===== src/rtl/dma_arb_pkg.sv =====
// Package: shared constants and level encoding for the DMA request arbiter.
// Assumes levels are compared as unsigned numbers, with a larger value meaning more urgent.
package dma_arb_pkg;

    localparam int ARB_NUM_CH = 7;
    localparam int ARB_PRIO_W = 2;

    typedef enum logic [ARB_PRIO_W-1:0] {
        LVL_LOW   = 2'b00,
        LVL_MED   = 2'b01,
        LVL_HIGH  = 2'b10,
        LVL_VHIGH = 2'b11
    } arb_level_e;

endpackage


===== src/rtl/dma_arb_pick.sv =====
// Module: combinational winner selection.
// Picks the eligible channel with the largest level; equal levels resolve to the
// lowest index. Assumes eligibility has already been qualified by enable and ack.
module dma_arb_pick #(
    parameter int NUM_CH = dma_arb_pkg::ARB_NUM_CH,
    parameter int PRIO_W = dma_arb_pkg::ARB_PRIO_W
) (
    input  logic [NUM_CH-1:0]        elig_i,
    input  logic [NUM_CH*PRIO_W-1:0] prio_i,
    output logic [NUM_CH-1:0]        win_o,
    output logic                     any_o
);
    localparam int IDX_W = (NUM_CH > 1) ? $clog2(NUM_CH) : 1;

    logic [PRIO_W-1:0] lvl [NUM_CH];
    logic [PRIO_W-1:0] best_lvl;
    logic [IDX_W-1:0]  best_idx;
    logic              found;

    // Split the flat level bus into one field per channel.
    for (genvar g = 0; g < NUM_CH; g++) begin : g_lvl
        assign lvl[g] = prio_i[g*PRIO_W +: PRIO_W];
    end

    // Scan from the highest index downward; '>=' lets lower indices take ties.
    always_comb begin
        best_lvl = '0;
        best_idx = '0;
        found    = 1'b0;
        for (int i = NUM_CH - 1; i >= 0; i--) begin
            if (elig_i[i] && (!found || lvl[i] >= best_lvl)) begin
                best_lvl = lvl[i];
                best_idx = IDX_W'(i);
                found    = 1'b1;
            end
        end
    end

    // Expand the winning index to a one-hot vector.
    always_comb begin
        win_o = '0;
        if (found) win_o[best_idx] = 1'b1;
        any_o = found;
    end

endmodule


===== src/rtl/dma_arb_ack_ch.sv =====
// Module: acknowledge flop for one channel's four-phase handshake.
// Raised when the channel is started; cleared once the peripheral's request is low.
// Assumes start_i is only pulsed while the acknowledge is low.
module dma_arb_ack_ch (
    input  logic clk,
    input  logic rst_n,
    input  logic req_i,
    input  logic start_i,
    output logic ack_o
);
    // Handshake state: set on start, clear on request withdrawal.
    always_ff @(posedge clk) begin
        if (!rst_n)                 ack_o <= 1'b0;
        else if (start_i)           ack_o <= 1'b1;
        else if (ack_o && !req_i)   ack_o <= 1'b0;
    end


    ack_drop_chk: assert property (@(posedge clk) disable iff (!rst_n)
        (ack_o && !req_i) |=> !ack_o);


    ack_hold_chk: assert property (@(posedge clk) disable iff (!rst_n)
        (ack_o && req_i) |=> ack_o);

endmodule


===== src/rtl/dma_arb_grant.sv =====
// Module: registered bus grant.
// Loads the winner only while idle and holds it until the done pulse.
// Assumes win_i is one-hot or zero.
module dma_arb_grant #(
    parameter int NUM_CH = dma_arb_pkg::ARB_NUM_CH
) (
    input  logic              clk,
    input  logic              rst_n,
    input  logic [NUM_CH-1:0] win_i,
    input  logic              any_i,
    input  logic              done_i,
    output logic [NUM_CH-1:0] grant_o,
    output logic [NUM_CH-1:0] start_o
);
    logic idle;

    // Bus is idle when no grant is held; a new winner starts only then.
    always_comb begin
        idle    = (grant_o == '0);
        start_o = (idle && any_i) ? win_i : '0;
    end

    // Grant register: load while idle, release on done, otherwise hold.
    always_ff @(posedge clk) begin
        if (!rst_n)      grant_o <= '0;
        else if (idle)   grant_o <= start_o;
        else if (done_i) grant_o <= '0;
    end


    grant_onehot_chk: assert property (@(posedge clk) disable iff (!rst_n)
        $onehot0(grant_o));


    grant_hold_chk: assert property (@(posedge clk) disable iff (!rst_n)
        (grant_o != '0 && !done_i) |=> $stable(grant_o));


    grant_release_chk: assert property (@(posedge clk) disable iff (!rst_n)
        (grant_o != '0 && done_i) |=> (grant_o == '0));

endmodule


===== src/rtl/dma_req_arbiter.sv =====
// Module: top of the DMA request arbiter.
// Qualifies requests by enable and handshake state, selects a winner by level
// and then index, registers a one-hot grant, and runs one ack flop per channel.
// Assumes done_i is a single-cycle pulse from the transfer datapath.
module dma_req_arbiter #(
    parameter int NUM_CH = dma_arb_pkg::ARB_NUM_CH,
    parameter int PRIO_W = dma_arb_pkg::ARB_PRIO_W
) (
    input  logic                     clk,
    input  logic                     rst_n,
    input  logic [NUM_CH-1:0]        req_i,
    input  logic [NUM_CH-1:0]        en_i,
    input  logic [NUM_CH*PRIO_W-1:0] prio_i,
    input  logic                     done_i,
    output logic [NUM_CH-1:0]        grant_o,
    output logic [NUM_CH-1:0]        ack_o
);
    logic [NUM_CH-1:0] elig;
    logic [NUM_CH-1:0] win;
    logic [NUM_CH-1:0] start;
    logic              any;

    // A channel competes only with request, enable and a closed handshake.
    always_comb elig = req_i & en_i & ~ack_o;

    dma_arb_pick #(.NUM_CH(NUM_CH), .PRIO_W(PRIO_W)) u_pick (
        .elig_i (elig),
        .prio_i (prio_i),
        .win_o  (win),
        .any_o  (any)
    );

    dma_arb_grant #(.NUM_CH(NUM_CH)) u_grant (
        .clk     (clk),
        .rst_n   (rst_n),
        .win_i   (win),
        .any_i   (any),
        .done_i  (done_i),
        .grant_o (grant_o),
        .start_o (start)
    );

    for (genvar c = 0; c < NUM_CH; c++) begin : g_ack
        dma_arb_ack_ch u_ack (
            .clk     (clk),
            .rst_n   (rst_n),
            .req_i   (req_i[c]),
            .start_i (start[c]),
            .ack_o   (ack_o[c])
        );
    end


    ack_with_grant_chk: assert property (@(posedge clk) disable iff (!rst_n)
        ((ack_o & ~$past(ack_o) & ~grant_o) == '0));


    grant_source_chk: assert property (@(posedge clk) disable iff (!rst_n)
        (grant_o != '0 && $past(grant_o) == '0) |-> (($past(elig) & grant_o) != '0));

endmodule


===== config.mk =====
export PLATFORM = sky130hd
export DESIGN_NAME = dma_req_arbiter
export DESIGN_NICKNAME = d
export VERILOG_FILES = /design/src/rtl/dma_arb_pkg.sv /design/src/rtl/dma_arb_pick.sv /design/src/rtl/dma_arb_ack_ch.sv /design/src/rtl/dma_arb_grant.sv /design/src/rtl/dma_req_arbiter.sv
export SDC_FILE = /design/constraint.sdc
export NUM_CORES = 1
export LEC_CHECK = 0
export CAP_MARGIN = 15
export CORE_MARGIN = 2
export CORE_UTILIZATION = 51
export CTS_CLUSTER_DIAMETER = 120
export DETAILED_ROUTE_END_ITERATION = 16
export DONT_BUFFER_PORTS = 1
export GPL_TIMING_DRIVEN = 0
export PLACE_DENSITY_LB_ADDON = 0.2
export SKIP_LAST_GASP = 1
export SYNTH_ARGS = -nofsm -noshare
export SYNTH_HDL_FRONTEND = slang
export SYNTH_SLANG_ARGS = --single-unit

===== constraint.sdc =====
create_clock -name clk -period 7.43 [get_ports clk]
set_clock_uncertainty 0.05 [all_clocks]
set_input_delay 0.743 -clock clk [delete_from_list [all_inputs] [get_ports clk]]
set_output_delay 0.743 -clock clk [all_outputs]
set_load 0.005 [all_outputs]

Word level (Yosys, flattened, before mapping)
Index checks and enable logic that the tools add are counted.
{"block": "word_totals", "word_cells": 102, "out_inout_bits": 14, "reg_bits": 14}
{"block": "op_classes", "bitwise": 3, "reduce_logical": 43, "mux": 40, "n_lt_le_gt_ge": 8}
{"op": "$mux W7", "count": 4}
{"op": "$mux W1", "count": 22}
{"op": "$mux W3", "count": 7}
{"op": "$reduce_bool A2 Y1", "count": 8}
{"op": "$logic_and A1 B1 Y1", "count": 15}
{"op": "$and A7 B7 Y7", "count": 2}
{"op": "$logic_not A1 Y1", "count": 13}
{"op": "$ge A2 B2 Y1", "count": 6}
{"op": "$mux W2", "count": 6}
{"op": "$logic_not A7 Y1", "count": 1}
{"op": "$not A7 Y7", "count": 1}
{"op": "$logic_or A1 B1 Y1", "count": 6}
{"op": "$lt A3 B4 Y1 const B", "count": 1}
{"op": "$demux W1 S3", "count": 1}
{"op": "$ge A3 B1 Y1 const B", "count": 1}

Depth between registers and ports, before layout
{"block": "logic_depth", "ltp_word": 34, "mapped_depth": 38, "depth_no_buf": 38}

Cells and area by module
From an unflattened synthesis, not the netlist that was laid out.
{"block": "hier_totals", "hier_cells": 170, "hier_area_um2": 1337.5}
{"mod": "dma_arb_pick", "seq_area_each_um2": 0.0, "n_inst": 1, "area_each_um2": 646.9, "cells_each": 93}
{"mod": "dma_arb_grant", "seq_area_each_um2": 140.1, "n_inst": 1, "area_each_um2": 410.4, "cells_each": 49}
{"mod": "dma_arb_ack_ch", "seq_area_each_um2": 20.0, "n_inst": 7, "area_each_um2": 31.3, "cells_each": 3}
{"mod": "dma_req_arbiter", "seq_area_each_um2": 0.0, "n_inst": 1, "area_each_um2": 61.3, "cells_each": 7}

Worst setup path after synthesis
No wires, ideal clock.
{"block": "synth_timing", "path_type": "input to register", "startpoint": "in en_i[6]", "endpoint": "reg g_ack[3].u_ack.ack_o", "setup_slack_ns": -0.390, "n_path_buf": 0, "required_time_ns": 7.321, "cell_stages": 37, "arrival_time_ns": 7.711, "cell_sequence": "and3b_2 and2_1 ha_1 nand2b_1 a21o_1 a21oi_2 a22o_1 ha_1 nand2b_1 a221oi_4 nor2_2 a221oi_2 nor2_1 ha_1 nand2b_1 a21oi_1 a21oi_2 o31ai_2 ha_1 nand2b_1 a21oi_1 a2bb2oi_4 mux2_4 ha_1 nand2b_1 a21oi_1 a2bb2oi_4 nand2b_1 o22a_1 o21a_1 ha_1 nand2b_1 a21o_1 a22oi_1 nand2_1 nor4_2 a31o_1"}
{"block": "synth_via", "elab_chain_len": 34, "elab_cells_between_ends": 56}
{"element": "start, declared", "line": "dma_req_arbiter.sv:12", "text": "input logic [NUM_CH-1:0] en_i,"}
{"element": "$and A7 B7 Y7 * (2 in a row)", "line": "dma_req_arbiter.sv:24", "text": "always_comb elig = req_i & en_i & ~ack_o;"}
{"element": "$mux W2 or $mux W1 (tied branches)", "line": "dma_arb_pick.sv:31", "text": "if (elig_i[i] && (!found || lvl[i] >= best_lvl)) begin"}
{"element": "$ge A2 B2 Y1 or $logic_not A1 Y1 (tied branches)", "line": "dma_arb_pick.sv:31"}
{"element": "$logic_or A1 B1 Y1", "line": "dma_arb_pick.sv:31"}
{"element": "$logic_and A1 B1 Y1", "line": "dma_arb_pick.sv:31"}
{"element": "$mux W2 or $mux W1 (tied branches)", "line": "dma_arb_pick.sv:31"}
{"element": "$ge A2 B2 Y1 or $logic_not A1 Y1 (tied branches)", "line": "dma_arb_pick.sv:31"}
{"element": "$logic_or A1 B1 Y1", "line": "dma_arb_pick.sv:31"}
{"element": "[17 not listed]"}
{"element": "$mux W3", "line": "dma_arb_pick.sv:31"}
{"element": "$lt A3 B4 Y1 (not written as such) or $ge A3 B1 Y1 (tied branches)", "line": "dma_arb_pick.sv:42", "text": "if (found) win_o[best_idx] = 1'b1;"}
{"element": "$logic_and A1 B1 Y1 (not written as such)", "line": "dma_arb_pick.sv:42"}
{"element": "$mux W1 (not written as such)", "line": "dma_arb_pick.sv:42"}
{"element": "$demux W1 S3"}
{"element": "$mux W7", "line": "dma_arb_pick.sv:42"}
{"element": "$mux W7 *", "line": "dma_arb_grant.sv:20", "text": "start_o = (idle && any_i) ? win_i : '0;"}
{"element": "$mux W1 or $reduce_bool A2 Y1 (tied branches)"}
{"element": "end signal, assigned", "line": "dma_arb_ack_ch.sv:13", "text": "if (!rst_n) ack_o <= 1'b0;"}
{"element": "end signal, assigned", "line": "dma_arb_ack_ch.sv:14", "text": "else if (start_i) ack_o <= 1'b1;"}
{"element": "end signal, assigned", "line": "dma_arb_ack_ch.sv:15", "text": "else if (ack_o && !req_i) ack_o <= 1'b0;"}
{"element": "end, declared", "line": "dma_arb_ack_ch.sv:9", "text": "output logic ack_o"}
Every way passes the cells marked *; elsewhere a longest branch is shown, timed or not.
A chain may end at the register's enable or synchronous reset.

Worst setup path in the final report
{"block": "layout_timing", "startpoint": "in req_i[6]", "endpoint": "reg g_ack[2].u_ack.ack_o"}
{"block": "layout_via", "elab_chain_len": 34, "elab_cells_between_ends": 56}
{"element": "start, declared", "line": "dma_req_arbiter.sv:11", "text": "input logic [NUM_CH-1:0] req_i,"}
{"element": "$and A7 B7 Y7 * (2 in a row)", "line": "dma_req_arbiter.sv:24"}
{"element": "$mux W2 or $mux W1 (tied branches)", "line": "dma_arb_pick.sv:31"}
{"element": "$ge A2 B2 Y1 or $logic_not A1 Y1 (tied branches)", "line": "dma_arb_pick.sv:31"}
{"element": "$logic_or A1 B1 Y1", "line": "dma_arb_pick.sv:31"}
{"element": "$logic_and A1 B1 Y1", "line": "dma_arb_pick.sv:31"}
{"element": "$mux W2 or $mux W1 (tied branches)", "line": "dma_arb_pick.sv:31"}
{"element": "$ge A2 B2 Y1 or $logic_not A1 Y1 (tied branches)", "line": "dma_arb_pick.sv:31"}
{"element": "$logic_or A1 B1 Y1", "line": "dma_arb_pick.sv:31"}
{"element": "[17 not listed]"}
{"element": "$mux W3", "line": "dma_arb_pick.sv:31"}
{"element": "$lt A3 B4 Y1 (not written as such) or $ge A3 B1 Y1 (tied branches)", "line": "dma_arb_pick.sv:42"}
{"element": "$logic_and A1 B1 Y1 (not written as such)", "line": "dma_arb_pick.sv:42"}
{"element": "$mux W1 (not written as such)", "line": "dma_arb_pick.sv:42"}
{"element": "$demux W1 S3"}
{"element": "$mux W7", "line": "dma_arb_pick.sv:42"}
{"element": "$mux W7 *", "line": "dma_arb_grant.sv:20"}
{"element": "$mux W1 or $reduce_bool A2 Y1 (tied branches)"}
{"element": "end signal, assigned", "line": "dma_arb_ack_ch.sv:13"}
{"element": "end signal, assigned", "line": "dma_arb_ack_ch.sv:14"}
{"element": "end signal, assigned", "line": "dma_arb_ack_ch.sv:15"}
{"element": "end, declared", "line": "dma_arb_ack_ch.sv:9"}
Marked as above.

==> results.md <==
* Outcome: completed
* Area contributors post-synth: dfxtp_1 21%, ha_1 11%, nand3b_4 4.5%
* RSZ-0062 raised after global routing: true
* Slew @ Worst Pin at 0.4370 ns
* I/O pin count at 45
* Most common cell in the synthesized netlist: dfxtp_1
* CTS sink cnt at 14
* Buffers on Ports at 0
* Core footprint at between 0.002 and 0.0025 mm^2
* Slew Limit Fails at 0
* Worst R2R End: g_ack[2].u_ack.ack_o
* Hold Slack at 0.4289 ns
* Die W at 55.09 um
* Post-synth top area share at 21.05%
* PD cells at approximately 180 mW/mm^2
* Top cell by count, worst path: a21oi_4
* CTS root buf: clkbuf_4
* Commonest cells in the netlist: 14 x dfxtp_1, 13 x nand2_1, 12 x ha_1
* CP required at 7.59 ns
* Leak pwr at between 0.8 and 0.9 nW
* Max IR drop VDD at 174.4 uV
* Total power at ~0.00032 W
* Dpl hpwl at ~2300 um
* Sequential area share after synthesis at 21.05%
* Hold Path Stages at 2
* Initial Util at approximately 54%
* Congestion Overflow GR at 0
* Hold Path Class: flop to flop
* TritonCTS clock tree: yes
* Number of H-tree levels at 1
* Tmin final at just over 7 ns
* Final wirelength at between 3000 and 4000 um
* Achievable Freq at about 140 MHz
* Synth Register Bits at 14
* Pin count of the biggest net entering global routing at 10
* Clk Latency, worst-skew pair at ~0.27 ns
* Worst path slowest cell: ha_1
* Layout cells sized above 1 at between 40% and 50%
* WP data arrival at approximately 7.4 ns
* Maxcap violations at 0
* Critical Path Sink Type: flop
* Average vias per placed instance at 6.024
* Drt pass-1 iters at 3
* Reg clk slew, reported paths at 0.08 ns
* Clk buf depth at 2
* Worst r2r src: g_ack[6].u_ack.ack_o
* Synth cell types at 47
* TritonCTS Buffers at 3
* Worst hold start: g_ack[4].u_ack.ack_o
* Tcrit/Tclk final at between 90% and 100%
* Cell Rows at 18
* Final Hold Viols at 0
* First-pass GRT wire length at ~4700 um
* N_diodes at 0
* Post-DRT Antenna Nets at 0
* Placed Instances at about 180
* Die height at ~55 um
* CP Class: input pin to flop
* First DRT Iteration DRCs at 14
* DRC at 0
* R2R depth at 38
* Post-synthesis net count at roughly 190
* Max incr delay on CP at approximately 0.33 ns
* Nets at ~220
* Max FO, Critical Path at 5
* Die area at between 0.003 and 0.004 mm^2
* Worst Hold Path EP: g_ack[4].u_ack.ack_o
* Number of synthesized flops with an enable pin at 0
* CP delay by family, top: compound AO/OA/AOI/OAI gates
* Max_slew headroom at just over 70%
* Syn avg cell area at roughly 9.2 um^2
* DR WL/cell at 16.96 um
* Synthesized area at roughly 0.0013 mm^2
* Critical path launch point type: input pin
* Initial antenna violation count at 0
* Tot GR Track Use at a little over a fifth
* Setup slack, reg-to-reg at between 0.2 and 0.25 ns
* Synth-to-Final Area Change at 36.47%
* Post-Synthesis Cells at approximately 150
* Buf/Inv on CP at 3
* Top cell type by total area after synthesis: dfxtp_1
* Number of fillers in the final layout at 189
* Final non-filler cell total at between 200 and 250
* Main synth FF type: dfxtp_1
* Ys async rst share at 0%
* Gpl congestion at about 0.8
* Detailed-route via count at 1241
* Final setup violation count at 0
* Yosys warns at 0
* Number of global-route vias before repair at approximately 1200
==> power by group <==
group	total, W	switching, W	internal [W]
Combinational	0.000188	0.0000850	0.000103
Clock	0.0000399	0.0000212	0.0000187
Sequential	0.0000930	0.00000865	0.0000844
Total	0.000321	0.000115	0.000206
==> cells by family (layout without fill, tap and decap cells) <==
| family | Yosys count | in the layout | share of synthesized area (%) |
|---|---|---|---|
| simple gates | 58 | 58 | 29.23 |
| compound gates | 43 | 43 | 29.79 |
| buf+inv | 16 | 47 | 6.767 |
| flops | 14 | 14 | 21.05 |
| fa+ha+maj | 12 | 12 | 11.28 |
| mux | 2 | 2 | 1.879 |
==> cell type report <==
cell class              count  area [um^2]  share of cell area (%)
repair buffers             28        214.0                   11.78
flip-flops and latches     14        280.3                   15.43
clock buffers               3        22.52                   1.240
inverters                   8        30.03                   1.653
multi-input cells         115         1172                   64.53
well taps                  30        37.54                   2.066
plain buffers               8        60.06                   3.306
==> through the flow <==
stage          setup WS, ns  TNS (ns)  utilization, %  cell area, um^2
6_report             0.1519         0           73.33             1817
5_1_grt             -0.1281    -1.086           73.33             1817
4_1_cts             0.03951         0           68.69             1702
3_5_place_dp        -0.6796    -8.251           56.46             1399
3_3_place_gp        -0.4813    -5.563           56.46             1399
2_1_floorplan     0.0008775         0               -             1361
==> cell usage in the layout, fill, tap and decap left out, types with 3 or more instances in the layout <==
master	Yosys	routed
nand3_1	6	6
dfxtp_1	14	14
nand3b_1	4	4
nand2_1	13	11
inv_1	8	8
buf_4	8	35
nor2_1	6	5
nand2b_4	0	6
a21o_1	6	5
a21oi_4	0	6
a21oi_1	9	3
ha_1	12	10
nand3b_4	3	3
and2_4	0	3
clkbuf_4	0	3
==> flip-flops by register name (all words and copies together), names as in the netlist <==
signal             flops
g_ack.u_ack.ack_o      7
u_grant.grant_o        7
==> worst register-to-register path: cells and delay by family (launching register included) <==
family                     cells  cell delay (ns)
buffers and inverters          3             0.33
and+or+nand+nor               11             1.65
adders and majority gates      6             1.61
AOI/OAI and AO/OA             17             2.78
muxes                          1             0.33
DFF                            1             0.36
==> how the worst max path moves through the flow <==
stage,from,to,slack [ns],cells after the start
final,req_i[6],g_ack[2].u_ack.ack_o,0.15,38
after global routing,req_i[6],u_grant.grant_o[2],-0.13,38
after CTS,en_i[6],g_ack[5].u_ack.ack_o,0.04,37
after detailed placement,en_i[6],g_ack[3].u_ack.ack_o,-0.68,37
after global placement,en_i[6],g_ack[5].u_ack.ack_o,-0.48,37
after floorplan,en_i[6],u_grant.grant_o[2],0.0009,37
==> metal layers <==
layer / vias up / wire length [um] / GRT usage (%)
met5: - / 0 / 0
met3: 4 / 156 / 4.301
li1: 602 / - / -
met2: 28 / 1927 / 41.67
met1: 607 / 1382 / 21.97
met4: 0 / 27 / 8.943
==> timing repair <==
action	in CTS	in global routing
setup buffers	22	7
gates resized for setup	16	13
setup endpoints to repair	14	14
pin swaps	19	28
cloned	0	0
hold buffers	0	0
(Power assumes the default switching activity.)
